===== config.mk =====
export PLATFORM = sky130hd
export DESIGN_NAME = seeprom_port_arb
export DESIGN_NICKNAME = d
export VERILOG_FILES = /design/src/rtl/seeprom_arb_pkg.sv /design/src/rtl/seeprom_owner_fsm.sv /design/src/rtl/seeprom_settle_timer.sv /design/src/rtl/seeprom_port_arb.sv
export SDC_FILE = /design/constraint.sdc
export NUM_CORES = 1
export LEC_CHECK = 0
export BUFFER_PORTS_ARGS = -buffer_cell sky130_fd_sc_hd__buf_4
export CORE_MARGIN = 2
export CORE_UTILIZATION = 45
export CTS_CLUSTER_DIAMETER = 60
export CTS_CLUSTER_SIZE = 25
export DETAILED_ROUTE_END_ITERATION = 16
export PLACE_DENSITY_LB_ADDON = 0.05
export RECOVER_POWER = 25
export SETUP_SLACK_MARGIN = 0.3
export SYNTH_ARGS = -nofsm -noshare
export SYNTH_HDL_FRONTEND = slang
export SYNTH_HIERARCHICAL = 1
export SYNTH_SLANG_ARGS = --single-unit

===== constraint.sdc =====
create_clock -name clk -period 4.3 [get_ports clk]
set_input_delay 0.215 -clock clk [delete_from_list [all_inputs] [get_ports clk]]
set_output_delay 0.215 -clock clk [all_outputs]
set_load 0.05 [all_outputs]

===== src/rtl/seeprom_arb_pkg.sv =====
package seeprom_arb_pkg;

    typedef enum logic [1:0] {
        OWN_IDLE = 2'd0,
        OWN_WAIT = 2'd1,
        OWN_EE   = 2'd2
    } own_state_t;

    // Bit order matters: software decodes it.
    typedef struct packed {
        logic ext_ack;
        logic ext_req;
        logic port_req;
        logic ready;
        logic cs;
        logic sk;
        logic dout;
        logic din;
    } ctrl_byte_t;

    function automatic int unsigned settle_cycles(input int unsigned ns,
                                                  input int unsigned period_ns);
        return (ns + period_ns - 1) / period_ns;
    endfunction

endpackage


===== src/rtl/seeprom_owner_fsm.sv =====
module seeprom_owner_fsm
    import seeprom_arb_pkg::*;
(
    input  logic       clk,
    input  logic       rst,
    input  logic       wr_en,
    input  logic       wr_req,
    input  logic       mem_busy,
    output own_state_t state,
    output logic       restart,
    output logic       release_now
);
    own_state_t state_q;

    assign release_now = wr_en && !wr_req;
    assign restart     = wr_en && wr_req && (state_q == OWN_EE);

    always_ff @(posedge clk) begin
        if (rst) begin
            state_q <= OWN_IDLE;
        end else if (release_now) begin
            state_q <= OWN_IDLE;
        end else begin
            case (state_q)
                OWN_IDLE: if (wr_en && wr_req) state_q <= OWN_WAIT;
                OWN_WAIT: if (!mem_busy)       state_q <= OWN_EE;
                OWN_EE:   state_q <= OWN_EE;
                default:  state_q <= OWN_IDLE;
            endcase
        end
    end

    assign state = state_q;
endmodule


===== src/rtl/seeprom_settle_timer.sv =====
module seeprom_settle_timer #(
    parameter int unsigned CYCLES = 80,
    localparam int unsigned CNT_W = $clog2(CYCLES + 1)
) (
    input  logic clk,
    input  logic rst,
    input  logic clear,
    input  logic load,
    output logic done
);
    localparam logic [CNT_W-1:0] LOAD_VAL = CNT_W'(CYCLES);
    logic [CNT_W-1:0] cnt_q;

    always_ff @(posedge clk) begin
        if (rst || clear) begin
            cnt_q <= '0;
        end else if (load) begin
            cnt_q <= LOAD_VAL;
        end else if (cnt_q != '0) begin
            cnt_q <= cnt_q - 1'b1;
        end
    end

    assign done = (cnt_q == '0);
endmodule


===== src/rtl/seeprom_port_arb.sv =====
module seeprom_port_arb
    import seeprom_arb_pkg::*;
#(
    parameter int unsigned CLK_PERIOD_NS = 10,
    parameter int unsigned SETTLE_NS     = 800
) (
    input  logic       clk,
    input  logic       rst,
    input  logic       wr_en,
    input  logic [7:0] wr_data,
    output logic [7:0] rd_data,
    input  logic       mem_busy,
    input  logic       ext_arb_ack,
    output logic       ext_arb_req,
    output logic       ee_sel,
    output logic       ee_cs,
    output logic       ee_sk,
    output logic       ee_do,
    input  logic       ee_di
);
    localparam int unsigned SETTLE_CYC = settle_cycles(SETTLE_NS, CLK_PERIOD_NS);

    ctrl_byte_t  wr_byte;
    ctrl_byte_t  stored_q;
    ctrl_byte_t  view;
    own_state_t  own_state;
    logic        restart;
    logic        release_now;
    logic        timer_done;
    logic        owned;

    assign wr_byte = ctrl_byte_t'(wr_data);

    seeprom_owner_fsm i_fsm (
        .clk        (clk),
        .rst        (rst),
        .wr_en      (wr_en),
        .wr_req     (wr_byte.port_req),
        .mem_busy   (mem_busy),
        .state      (own_state),
        .restart    (restart),
        .release_now(release_now)
    );

    seeprom_settle_timer #(.CYCLES(SETTLE_CYC)) i_timer (
        .clk  (clk),
        .rst  (rst),
        .clear(release_now),
        .load (restart),
        .done (timer_done)
    );

    always_ff @(posedge clk) begin
        if (rst) begin
            stored_q <= '0;
        end else if (wr_en) begin
            stored_q.ext_req  <= wr_byte.ext_req;
            stored_q.port_req <= wr_byte.port_req;
            stored_q.cs       <= wr_byte.cs;
            stored_q.sk       <= wr_byte.sk;
            stored_q.dout     <= wr_byte.dout;
        end
    end

    assign owned = (own_state == OWN_EE);

    always_comb begin
        view         = stored_q;
        view.ext_ack = ext_arb_ack;
        view.ready   = owned && timer_done;
        view.din     = owned && ee_di;
    end

    assign rd_data     = view;
    assign ext_arb_req = stored_q.ext_req;
    assign ee_sel      = owned;
    assign ee_cs       = owned && stored_q.cs;
    assign ee_sk       = owned && stored_q.sk;
    assign ee_do       = owned && stored_q.dout;
endmodule


# Yosys cells after proc, flatten, opt, wreduce, memory -nomap -nowiden

Index checks and enable logic that the tools add are counted.

Add/sub/neg operators: 1
Multipliers: 0
Div/mod/pow operators: 0
$lt $le $gt $ge: 0
Equal/unequal tests: 4
Shift operators: 0
Muxes and demuxes: 5
Bitwise gates (word level): 0
Reductions and logical operators: 17

Operator list:

| operator                                               | number |
|---|---|
| two-way mux 7 bit                                      | 2 |
| logical AND 1 bit                                      | 8 |
| logical NOT 7 bit                                      | 1 |
| nonzero test 7 bit                                     | 1 |
| subtractor 7 x 1 -> 7 bit (second input constant)      | 1 |
| one-hot mux 2 bit (3 select lines)                     | 1 |
| two-way mux 2 bit                                      | 2 |
| OR reduction 2 bit                                     | 2 |
| == test 2 x 1 -> 1 bit (second input constant)         | 1 |
| == test 2 bit (second input constant)                  | 1 |
| logical NOT 2 bit                                      | 1 |
| inequality test 2 x 1 -> 1 bit (second input constant) | 1 |
| inequality test 2 bit (second input constant)          | 1 |
| AND reduction 2 bit                                    | 1 |
| nonzero test 2 bit                                     | 1 |
| logical NOT 1 bit                                      | 1 |
| logical OR 1 bit                                       | 1 |

Register bits after elaboration: 14
Bits in latches: 0
Memory bits (writable): 0
Bits in read-only memories: 0
Input bits: 14
Logic and storage cells: 35
Memories kept: 0

# Logic depth before layout (Yosys ltp)

Gate-level depths: netlist of the first run.

Depth in word-level cells: 4
Depth in mapped cells: 6
Mapped depth without buffers: 6

# Cells and area by module

The synthesis of the first run kept the hierarchy.

Modules (own cells, without submodules):

| module               | times used | cells each | area an instance (um2) | seq. area each (um2) |
|---|---|---|---|---|
| seeprom_settle_timer | 1          | 39         | 365.4                  | 140.1 |
| seeprom_port_arb     | 1          | 24         | 240.2                  | 100.1 |
| seeprom_owner_fsm    | 1          | 19         | 180.2                  | 40.0 |

# Worst setup path before layout of the first run

Ideal clock, no wire load.

Kind: reg2out
From: register i_timer.cnt_q[0]
To: output rd_data[4]
Data arrival time: 1.648 ns
Data required time: 4.085 ns
Slack: 2.437 ns
Stages on the path, launching flop included: 7
Cells stage by stage: dfxtp_1 > inv_1 > ha_1 > nor4b_2 > and2_1 > clkbuf_1 > and2_1

Word-level cells in the longest chain between the ends: 2

Ends and longest elaborated chain:

| element                | line                       | RTL |
|---|---|---|
| from (decl)            | seeprom_settle_timer.sv:12 | `logic [CNT_W-1:0] cnt_q;` |
| from (signal assigned) | seeprom_settle_timer.sv:20 | `cnt_q <= cnt_q - 1'b1;` |
| logical NOT 7 bit      | seeprom_settle_timer.sv:24 | `assign done = (cnt_q == '0);` |
| net timer_done         | seeprom_port_arb.sv:29     | `logic timer_done;` |
| logical AND 1 bit      | seeprom_port_arb.sv:70     | `view.ready = owned && timer_done;` |
| to (decl)              | seeprom_port_arb.sv:11     | `output logic [7:0] rd_data,` |

The timed path passes the listed nets, and every way through them passes these cells.

# Worst setup path in the final report of the first run

Same ends and word-level chain as after synthesis.

==> results.cfg, run 1 <==
[cts]
cts-htree-levels = 1
cts_setup_buffers = 0
cts_resized = 0
numCtsBuffers = 3
clock-sinks = 14
root_buffer = clkbuf_4
clk-insertion-delay-late_ns = 0.28
tritoncts = yes
cts_hold_buf = 0
clockBufferDepth = 2
clk_transition_reported_paths_ns = 0.09

[sta]
rsz0062_at_grt = no
finalSetupViolations = 0
max_freq_mhz = 457
max_slew_margin_pct = 69.8
fin_crit_sh_pct = 50.9
report.final.slew_viol_count = 0
max_slew.worst_pin.slew_ns = 0.452
hold_viol_final = 0
fin_crit_ns = 2.19
tns_ns = 0
skew_ns = 0.00388

[setup_path]
startpoint_type = flip-flop
slowest_delay_ns = 0.41
path_class = flip-flop to output pin
crit_chain = inv_1, ha_1, nor4b_2, and2_1, and2_1, buf_4
crit_arrival_ns = 1.97
worstPathRequired_ns = 4.09
cp-end-kind = output pin
crit_path_frequent_cell = and2_1
slowest_stage = nor4b_2
worstPathMaxFanout = 5

[outcome]
status = complete, no violations

[detailed_routing]
vias_per_cell = 5.24
wl_um = 1480
ant_nets = 0
route.detailed.drc = 0
drt_iter0_drc = 8
wire_per_inst_um = 12.4
via_count = 629
firstDrtPassIters = 2

[cells_and_area]
n_fill_cell = 174
fin_nets = 124
final_util_pct = 57.5
drive_gt1_share_pct = 28.2
area_growth_syn_to_layout_pct = 23.6
diodes = 0

[logic_synthesis]
synth_enable_flop_cells = 0
ys_types = 30
yosysWarnings = 6
synthCells = 82
synth-async-reset-ratio_pct = 0
synth_ff_type = dfxtp_1
syn_area_sq_um = 786
syn_avg_cell_area_sq_um = 9.58
ys_seq_area_share_pct = 35.7
synthesis.nets = 102
ys_ff_latch = 14

[floorplan]
pin_count = 27
die_x_um = 45.8
num_rows = 15
initial_core_util_pct = 46.5
core_area_sq_um = 1690
die_h_um = 45.8
die_area_sq_um = 2100

[placed_design]
dp_hpwl_um = 1110
place.gp.congestion = 0.761
io_buffers = 21

[grt]
grt_pass1_wl_um = 2260
globalRouteOverflowTotal = 0
track_usage_pct = 15.2
grt_pass1_vias = 513
antenna_found_initial = 0
grt_max_degree = 14

[job]
maxCapViolations = 0

[hold_path]
min_path_type = input port to flip-flop

[pwr]
cellPowerDensity_nw_per_um2 = 562
irDropWorstVdd_uv = 386
p_leak_nw = 0.441
==> cells in the mapped netlist (all sizes together) (2+ instances only) <==
cell	count	area share, %
o31ai	3	2.9
ha	6	9.6
xnor2	2	2.2
a211oi	3	3.5
nor2	6	2.9
a21oi	2	1.3
mux2i	7	8.9
nand3b	4	3.8
dfxtp	14	36
inv	5	2.4
and2	6	4.8
buf	3	3.3
or3	3	2.4
nor3	4	2.5
==> cell type report <==
type,count,area [sq um],area share [%]
clock buffers,4,36.3,3.74
inverters,5,18.8,1.93
multi-input cells,59,457,47.0
flip-flops and latches,14,280,28.9
well taps,17,21.3,2.19
repair buffers,21,158,16.2
==> layer usage <==
layer  vias to the layer above  GRT usage, %  share of wire, %
met2                        11          21.4                46
met5                         -             0                 0
met3                         4          2.38               3.6
met4                         0          8.57               1.6
li1                        330             -                 -
met1                       284          21.8                49
==> logic make-up after synthesis <==
kind of cell | share of synthesized area (%)
xor gates and xnor gates | 2.23
and+or+nand+nor | 27.4
DFF | 35.7
AOI/OAI and AO/OA | 10.0
adders and majority gates | 9.55
buffers and inverters | 6.21
muxes | 8.92
==> state kept, by name, summed over array words and instances (netlist names) <==
signal,flops
i_timer/cnt_q,7
i_fsm/state,2
ext_arb_req,1
rd_data,4
==> power by group <==
part           internal, mW  switching, mW  total, mW  leakage (nW)
Sequential            0.163         0.0380      0.201         0.115
Clock                0.0515         0.0429     0.0944        0.0210
Combinational         0.115          0.135      0.250         0.305
==> placed cells by master, fill, tap and decap left out, types with 2 or more instances in the layout <==
master,Yosys,layout
o31ai_1,3,3
mux2i_1,7,7
or3_1,3,3
nand3b_1,4,4
dfxtp_1,14,14
buf_4,2,21
nor2_1,6,6
nor3_1,4,4
and2_1,6,6
clkbuf_4,0,3
ha_1,6,6
a211oi_1,2,2
xnor2_1,2,2
a21oi_1,2,2
inv_1,5,5
==> worst max-delay path, delay by kind of cell (launching register included) <==
kind | cells | cell delay (ns)
AND/OR/NAND/NOR | 3 | 0.87
flip-flops | 1 | 0.32
buffers and inverters | 2 | 0.30
adder cells (fa/ha/maj) | 1 | 0.20
==> final timing paths <==
check                                                    from                            end  slack (ns)  depth (start not counted)
worst min register to register        rd_data[5]$_SDFFE_PP0P_        rd_data[5]$_SDFFE_PP0P_        0.50                          2
worst max-delay path            i_timer/cnt_q[0]$_SDFFE_PP0N_                     rd_data[4]        2.11                          6
worst min-delay path                               wr_data[2]        rd_data[2]$_SDFFE_PP0P_        0.17                          3
worst max register to register    i_fsm/state[0]$_SDFFE_PP0P_  i_timer/cnt_q[1]$_SDFFE_PP0N_        2.58                          5
==> per-stage QoR <==
| stage | instances | hold slack, ns | area [sq um] | setup WS, ns | power, mW |
|---|---|---|---|---|---|
| 6_report | 120 | 0.171 | 971 | 2.11 | 0.546 |
| 5_1_grt | 120 | 0.180 | 971 | 2.03 | 0.589 |
| 4_1_cts | 120 | 0.169 | 971 | 2.12 | 0.549 |
| 3_5_place_dp | 116 | 0.431 | 935 | 2.44 | 0.452 |
| 2_1_floorplan | 82 | 0.287 | 786 | 2.44 | 0.405 |
| 3_3_place_gp | 116 | 0.431 | 935 | 2.47 | 0.448 |
Power figures use the tool's default switching activity.
==> run 2: changes to the inputs <==
--- a/config.mk
+++ b/config.mk
@@ -5,6 +5,7 @@
 export SDC_FILE = /design/constraint.sdc
 export NUM_CORES = 1
 export LEC_CHECK = 0
+export ABC_AREA = 1
 export BUFFER_PORTS_ARGS = -buffer_cell sky130_fd_sc_hd__buf_4
 export CORE_MARGIN = 2
 export CORE_UTILIZATION = 45
==> constraint.sdc (replaced) <==
create_clock -name clk -period 2.2 [get_ports clk]
set_input_delay 0.11 -clock clk [delete_from_list [all_inputs] [get_ports clk]]
set_output_delay 0.11 -clock clk [all_outputs]
set_load 0.05 [all_outputs]
==> run 2 against run 1 <==
Synthesized cell count grew 60%. Largest power group unchanged. Clock skew shrank 0.0010 ns. Via count grew 22%. Non-clock buffer count is the same. Area after synthesis grew 15%. Critical path depth grew 3. Wire length grew 3.6%. Hold slack lost 0.079 ns. Final area grew 12%. Count of clock-buffer cells in the layout shrank 1. Global-route usage shrank 0.86 points.
==> results.cfg, run 2 <==
[outcome]
status = complete, no violations

[grt]
antenna_found_initial = 0
grt_pass1_wl_um = 2650
track_usage_pct = 14.4
grt_max_degree = 13
globalRouteOverflowTotal = 0
grt_pass1_vias = 649

[logic_synthesis]
ys_seq_area_share_pct = 31.1
synth-async-reset-ratio_pct = 0
synthAdderAreaFrac_pct = 8.33
syn_area_sq_um = 901
ys_types = 21
yosysTopAreaCellShare_pct = 31.1
yosysWarnings = 6
synth_enable_flop_cells = 0
synth-xor-area-share_pct = 1.94
yosysMostFrequentCell = inv_1
syn_avg_cell_area_sq_um = 6.88
synthTopCellsByArea = dfxtp_1 (31%), inv_1 (11%), nand2_1 (9.6%)
synthCells = 131
synth_top_area_cell = dfxtp_1
synthMuxAreaShare_pct = 0
ys_ff_latch = 14
synth_top_family_by_area = simple AND/OR/NAND/NOR gates
synth_ff_type = dfxtp_1
synth_compound_area_share_pct = 4.03
synth-simple-area-share_pct = 39.2
synthesis.nets = 151
yosys-top-cells-count = inv_1 (26), nand2_1 (23), nor2_1 (23), dfxtp_1 (14), nand3_1 (7)

[cells_and_area]
fin_cells = 179
area_growth_syn_to_layout_pct = 20.8
drive_gt1_share_pct = 29.6
final_util_pct = 56.6
design_area_sq_um = 1090
top_register = i_timer/cnt_q
final_common_cell = inv_1
diodes = 0
largest_reg_flops = 7
fin_nets = 174
final_cell_mix = inv_1 (26), nor2_1 (23), nand2_1 (23)

[detailed_routing]
firstDrtPassIters = 2
ant_nets = 0
via_count = 767
route.detailed.drc = 0
drt_iter0_drc = 5
wl_um = 1540
vias_per_cell = 4.28
wire_per_inst_um = 8.58

[sta]
fin_crit_sh_pct = 74.3
tns_ns = 0
max_slew.worst_pin.slew_ns = 0.400
hold_viol_final = 0
report.final.slew_viol_count = 0
rsz0062_at_grt = no
fin_crit_ns = 1.64
skew_ns = 0.00287
layout_setup_ws_ns = 0.565
max_slew_margin_pct = 73.2
max_freq_mhz = 612
finalSetupViolations = 0
whs_ns = 0.0920

[floorplan]
die_area_sq_um = 2380
initial_core_util_pct = 46.9
die_h_um = 48.7
die_x_um = 48.7
num_rows = 16
core_area_sq_um = 1920
pin_count = 27

[cts]
numCtsBuffers = 3
tritoncts = yes
clk_transition_reported_paths_ns = 0.08
clock-sinks = 14
root_buffer = clkbuf_4
clockBufferDepth = 2
clk-insertion-delay-late_ns = 0.28
cts-htree-levels = 1
cts_hold_buf = 0
cts_resized = 0
cts_setup_buffers = 0

[placed_design]
io_buffers = 21
dp.cells = 176
dp_slack_ns = 0.861
place.gp.congestion = 0.800
placed_area_sq_um = 1070
dp_hpwl_um = 1250

[job]
maxCapViolations = 0

[setup_path]
startpoint_type = flip-flop
worstPathMaxFanout = 6
worstPathRequired_ns = 2.09
path_class = flip-flop to output pin
cp-end-kind = output pin
crit_arrival_ns = 1.53

[pwr]
irDropWorstVdd_uv = 730
power.total_mw = 1.24
p_leak_nw = 0.584
cellPowerDensity_nw_per_um2 = 1140

[hold_path]
min_path_type = input port to flip-flop
[run 2: cell count changes after synthesis, sizes merged, moves of 6 or more]
cell	previous run	this run
inv	5	30
nor2	6	33
nand3	1	7
and2	6	0
nand2	1	29
mux2i	7	0
[run 2: cell type report]
cell class | instances | area (sq um)
sequential | 14 | 280
clock buffer | 3 | 22.5
timing repair buffer | 21 | 158
multi-input combinational | 84 | 482
fill | 205 | 833
tap | 27 | 33.8
inverter | 30 | 113
[run 2: power by group]
group / total (mW) / leakage [nW] / switching (mW) / internal, mW
sequential: 0.374 / 0.116 / 0.0564 / 0.318
clock: 0.145 / 0.0138 / 0.0814 / 0.0636
combinational: 0.720 / 0.454 / 0.453 / 0.267
total: 1.24 / 0.584 / 0.590 / 0.648
[run 2: logic make-up after synthesis]
family	Yosys count
AND/OR/NAND/NOR	70
buffers and inverters	33
flip-flops	14
AO/OA/AOI/OAI	6
adder cells (fa/ha/maj)	6
XOR/XNOR	2
[run 2: final timing paths]
kind                                               startpoint                             to  slack [ns]  cells past startpoint
worst max-delay path            i_timer/cnt_q[0]$_SDFFE_PP0N_                     rd_data[4]        0.56                      9
worst min-delay path                                      rst  i_timer/cnt_q[6]$_SDFFE_PP0P_        0.09                      4
worst max register to register    i_fsm/state[0]$_SDFFE_PP0P_  i_timer/cnt_q[6]$_SDFFE_PP0P_        0.87                      8
worst min register to register  i_timer/cnt_q[0]$_SDFFE_PP0N_  i_timer/cnt_q[0]$_SDFFE_PP0N_        0.49                      2
[run 2: metal layers]
metal  part of all wire [%]  track usage (%)  vias to the layer above
met5                      0                0                        -
met4                    3.1             10.5                        0
li1                       -                -                      422
met1                     48             18.3                      325
met2                     45             21.2                       15
met3                    4.6             3.09                        5
[run 2: critical path, stage by stage (launching register included)]
cell and delay, ns:
dfxtp_1 0.32, inv_1 0.11, ha_1 0.18, inv_1 0.06, nor2_4 0.11, nand2_4 0.09
inv_1 0.06, inv_1 0.04, nor2_2 0.08, buf_4 0.19
==> run 3: changes to the inputs <==
==> constraint.sdc (replaced) <==
create_clock -name clk -period 1.65 [get_ports clk]
set_input_delay 0.0825 -clock clk [delete_from_list [all_inputs] [get_ports clk]]
set_output_delay 0.0825 -clock clk [all_outputs]
set_load 0.05 [all_outputs]
==> run 3 against run 2 <==
Die area unchanged. Hold slack worse by 0.025 ns. Total power increased by 56%. Critical path type unchanged. Critical endpoint unchanged. Global-route usage grew 1.7 points. Largest cell class unchanged.
==> results.cfg, run 3 (synthesis gave the netlist of run 2 again) <==
[outcome]
status = complete, no violations

[cts]
numCtsBuffers = 3
clk-insertion-delay-late_ns = 0.28
cts_hold_buf = 0
root_buffer = clkbuf_4
tritoncts = yes
clk_transition_reported_paths_ns = 0.09
clockBufferDepth = 2
clock-sinks = 14
cts-htree-levels = 1

[setup_path]
r2r_end = i_timer/cnt_q[4]$_SDFFE_PP0P_
worstPathMaxFanout = 2
crit_arrival_ns = 1.33
r2r_start = i_timer/cnt_q[0]$_SDFFE_PP0N_
rrSetupSlack_ns = 0.35
cp-end-kind = output pin
startpoint_type = flip-flop
reg2reg_depth = 9
path_class = flip-flop to output pin
worstPathRequired_ns = 1.57

[hold_path]
hold_path_depth = 4
min_path_type = input port to flip-flop
min_from = rst
hold_end = i_timer/cnt_q[6]$_SDFFE_PP0P_

[floorplan]
num_rows = 16
die_h_um = 48.7
die_x_um = 48.7
die_area_sq_um = 2380
initial_core_util_pct = 46.9
pin_count = 27
core_area_sq_um = 1920

[cells_and_area]
top_register = i_timer/cnt_q
diodes = 0
n_fill_cell = 200
drive_gt1_share_pct = 39.4
ff_latch_area_sq_um = 284
final_common_cell = buf_4
design_area_sq_um = 1200
fin_cells = 187
final_cell_mix = buf_4 (25), nand2_1 (23), nor2_1 (22)
area_growth_syn_to_layout_pct = 33.1
fin_nets = 181
largest_reg_flops = 7
multi_input_area_sq_um = 507

[sta]
fin_crit_ns = 1.41
whs_ns = 0.0672
rsz0062_at_grt = yes
hold_viol_final = 0
max_freq_mhz = 708
max_slew.worst_pin.slew_ns = 0.221
max_slew_margin_pct = 85.1
fin_crit_sh_pct = 85.6
finalSetupViolations = 0
report.final.slew_viol_count = 0
skew_ns = 0.00588
tns_ns = 0

[pwr]
cellPowerDensity_nw_per_um2 = 1610
p_leak_nw = 0.624
irDropWorstVdd_uv = 1070

[detailed_routing]
wl_um = 1660
via_count = 795
route.detailed.drc = 0
firstDrtPassIters = 4
vias_per_cell = 4.25
wire_per_inst_um = 8.88
drt_iter0_drc = 3
ant_nets = 0

[placed_design]
dp.cells = 176
placed_area_sq_um = 1070
io_buffers = 21
dp_hpwl_um = 1310
place.gp.congestion = 0.774

[grt]
grt_max_degree = 13
globalRouteOverflowTotal = 0
grt_pass1_wl_um = 2940
track_usage_pct = 16.0
antenna_found_initial = 0
grt_pass1_vias = 717

[job]
maxCapViolations = 0
[run 3: cell count changes in the layout (fill, tap and decap cells not counted), moves of 2 or more]
cell | before | now
inv_1 | 26 | 21
inv_2 | 4 | 9
buf_4 | 21 | 25
dfxtp_1 | 14 | 11
dfxtp_2 | 0 | 3
buf_6 | 0 | 2
nor2_4 | 3 | 5
[run 3: what timing repair did]
action	in CTS	in global routing
buffers inserted	3	4
resized for setup	12	4
setup endpoints to repair	2	6
pin swaps	4	2
endpoints found under the hold margin	0	0
[run 3: how the worst max path moves through the flow]
stage	cells past startpoint	startpoint	slack (ns)	to
2_1_floorplan	4	i_fsm/state[1]$_SDFFE_PP0P_	0.29	ee_cs
3_3_place_gp	9	i_timer/cnt_q[0]$_SDFFE_PP0N_	0.35	rd_data[4]
3_5_place_dp	9	i_timer/cnt_q[0]$_SDFFE_PP0N_	0.31	rd_data[4]
4_1_cts	9	i_timer/cnt_q[1]$_SDFFE_PP0N_	0.20	rd_data[4]
5_1_grt	9	i_timer/cnt_q[0]$_SDFFE_PP0N_	0.15	rd_data[4]
6_report	9	i_timer/cnt_q[0]$_SDFFE_PP0N_	0.24	rd_data[4]
[run 3: per-layer routing]
metal	track usage (%)	part of all wire, %	vias to the layer above
met2	27.4	49	14
met3	4.01	3.8	2
li1	-	-	439
met1	18.1	47	340
met4	9.05	0.60	0
met5	0	0	-
[run 3: critical path, cell delays in order, from the launching register on]
cell and delay, ns:
dfxtp_2 0.34, inv_2 0.07, ha_4 0.14, inv_2 0.04, nor2_4 0.10, nand2_4 0.06, inv_2 0.05, inv_2 0.03
nor2_4 0.08, buf_8 0.15
[run 3: cell type report]
type | count | share of cell area [%]
clock buffer | 4 | 3.03
inverter | 30 | 9.39
multi-input combinational | 84 | 42.3
sequential | 14 | 23.7
tap | 27 | 2.82
timing repair buffer | 28 | 18.8
[run 3: report_power, final]
part	total, mW	switching (mW)	leakage, nW	internal, mW
Combinational	1.17	0.672	0.486	0.503
Clock	0.253	0.119	0.0210	0.134
Sequential	0.508	0.0789	0.117	0.429
[run 3: stage by stage]
step                      setup WS [ns]  util, %  power [mW]
after global routing              0.150     62.4        2.11
after floorplan                   0.288        -        1.31
after detailed placement          0.312     55.7        1.48
final                             0.237     62.4        1.94
after CTS                         0.195     60.1        1.87
after global placement            0.349     55.7        1.45
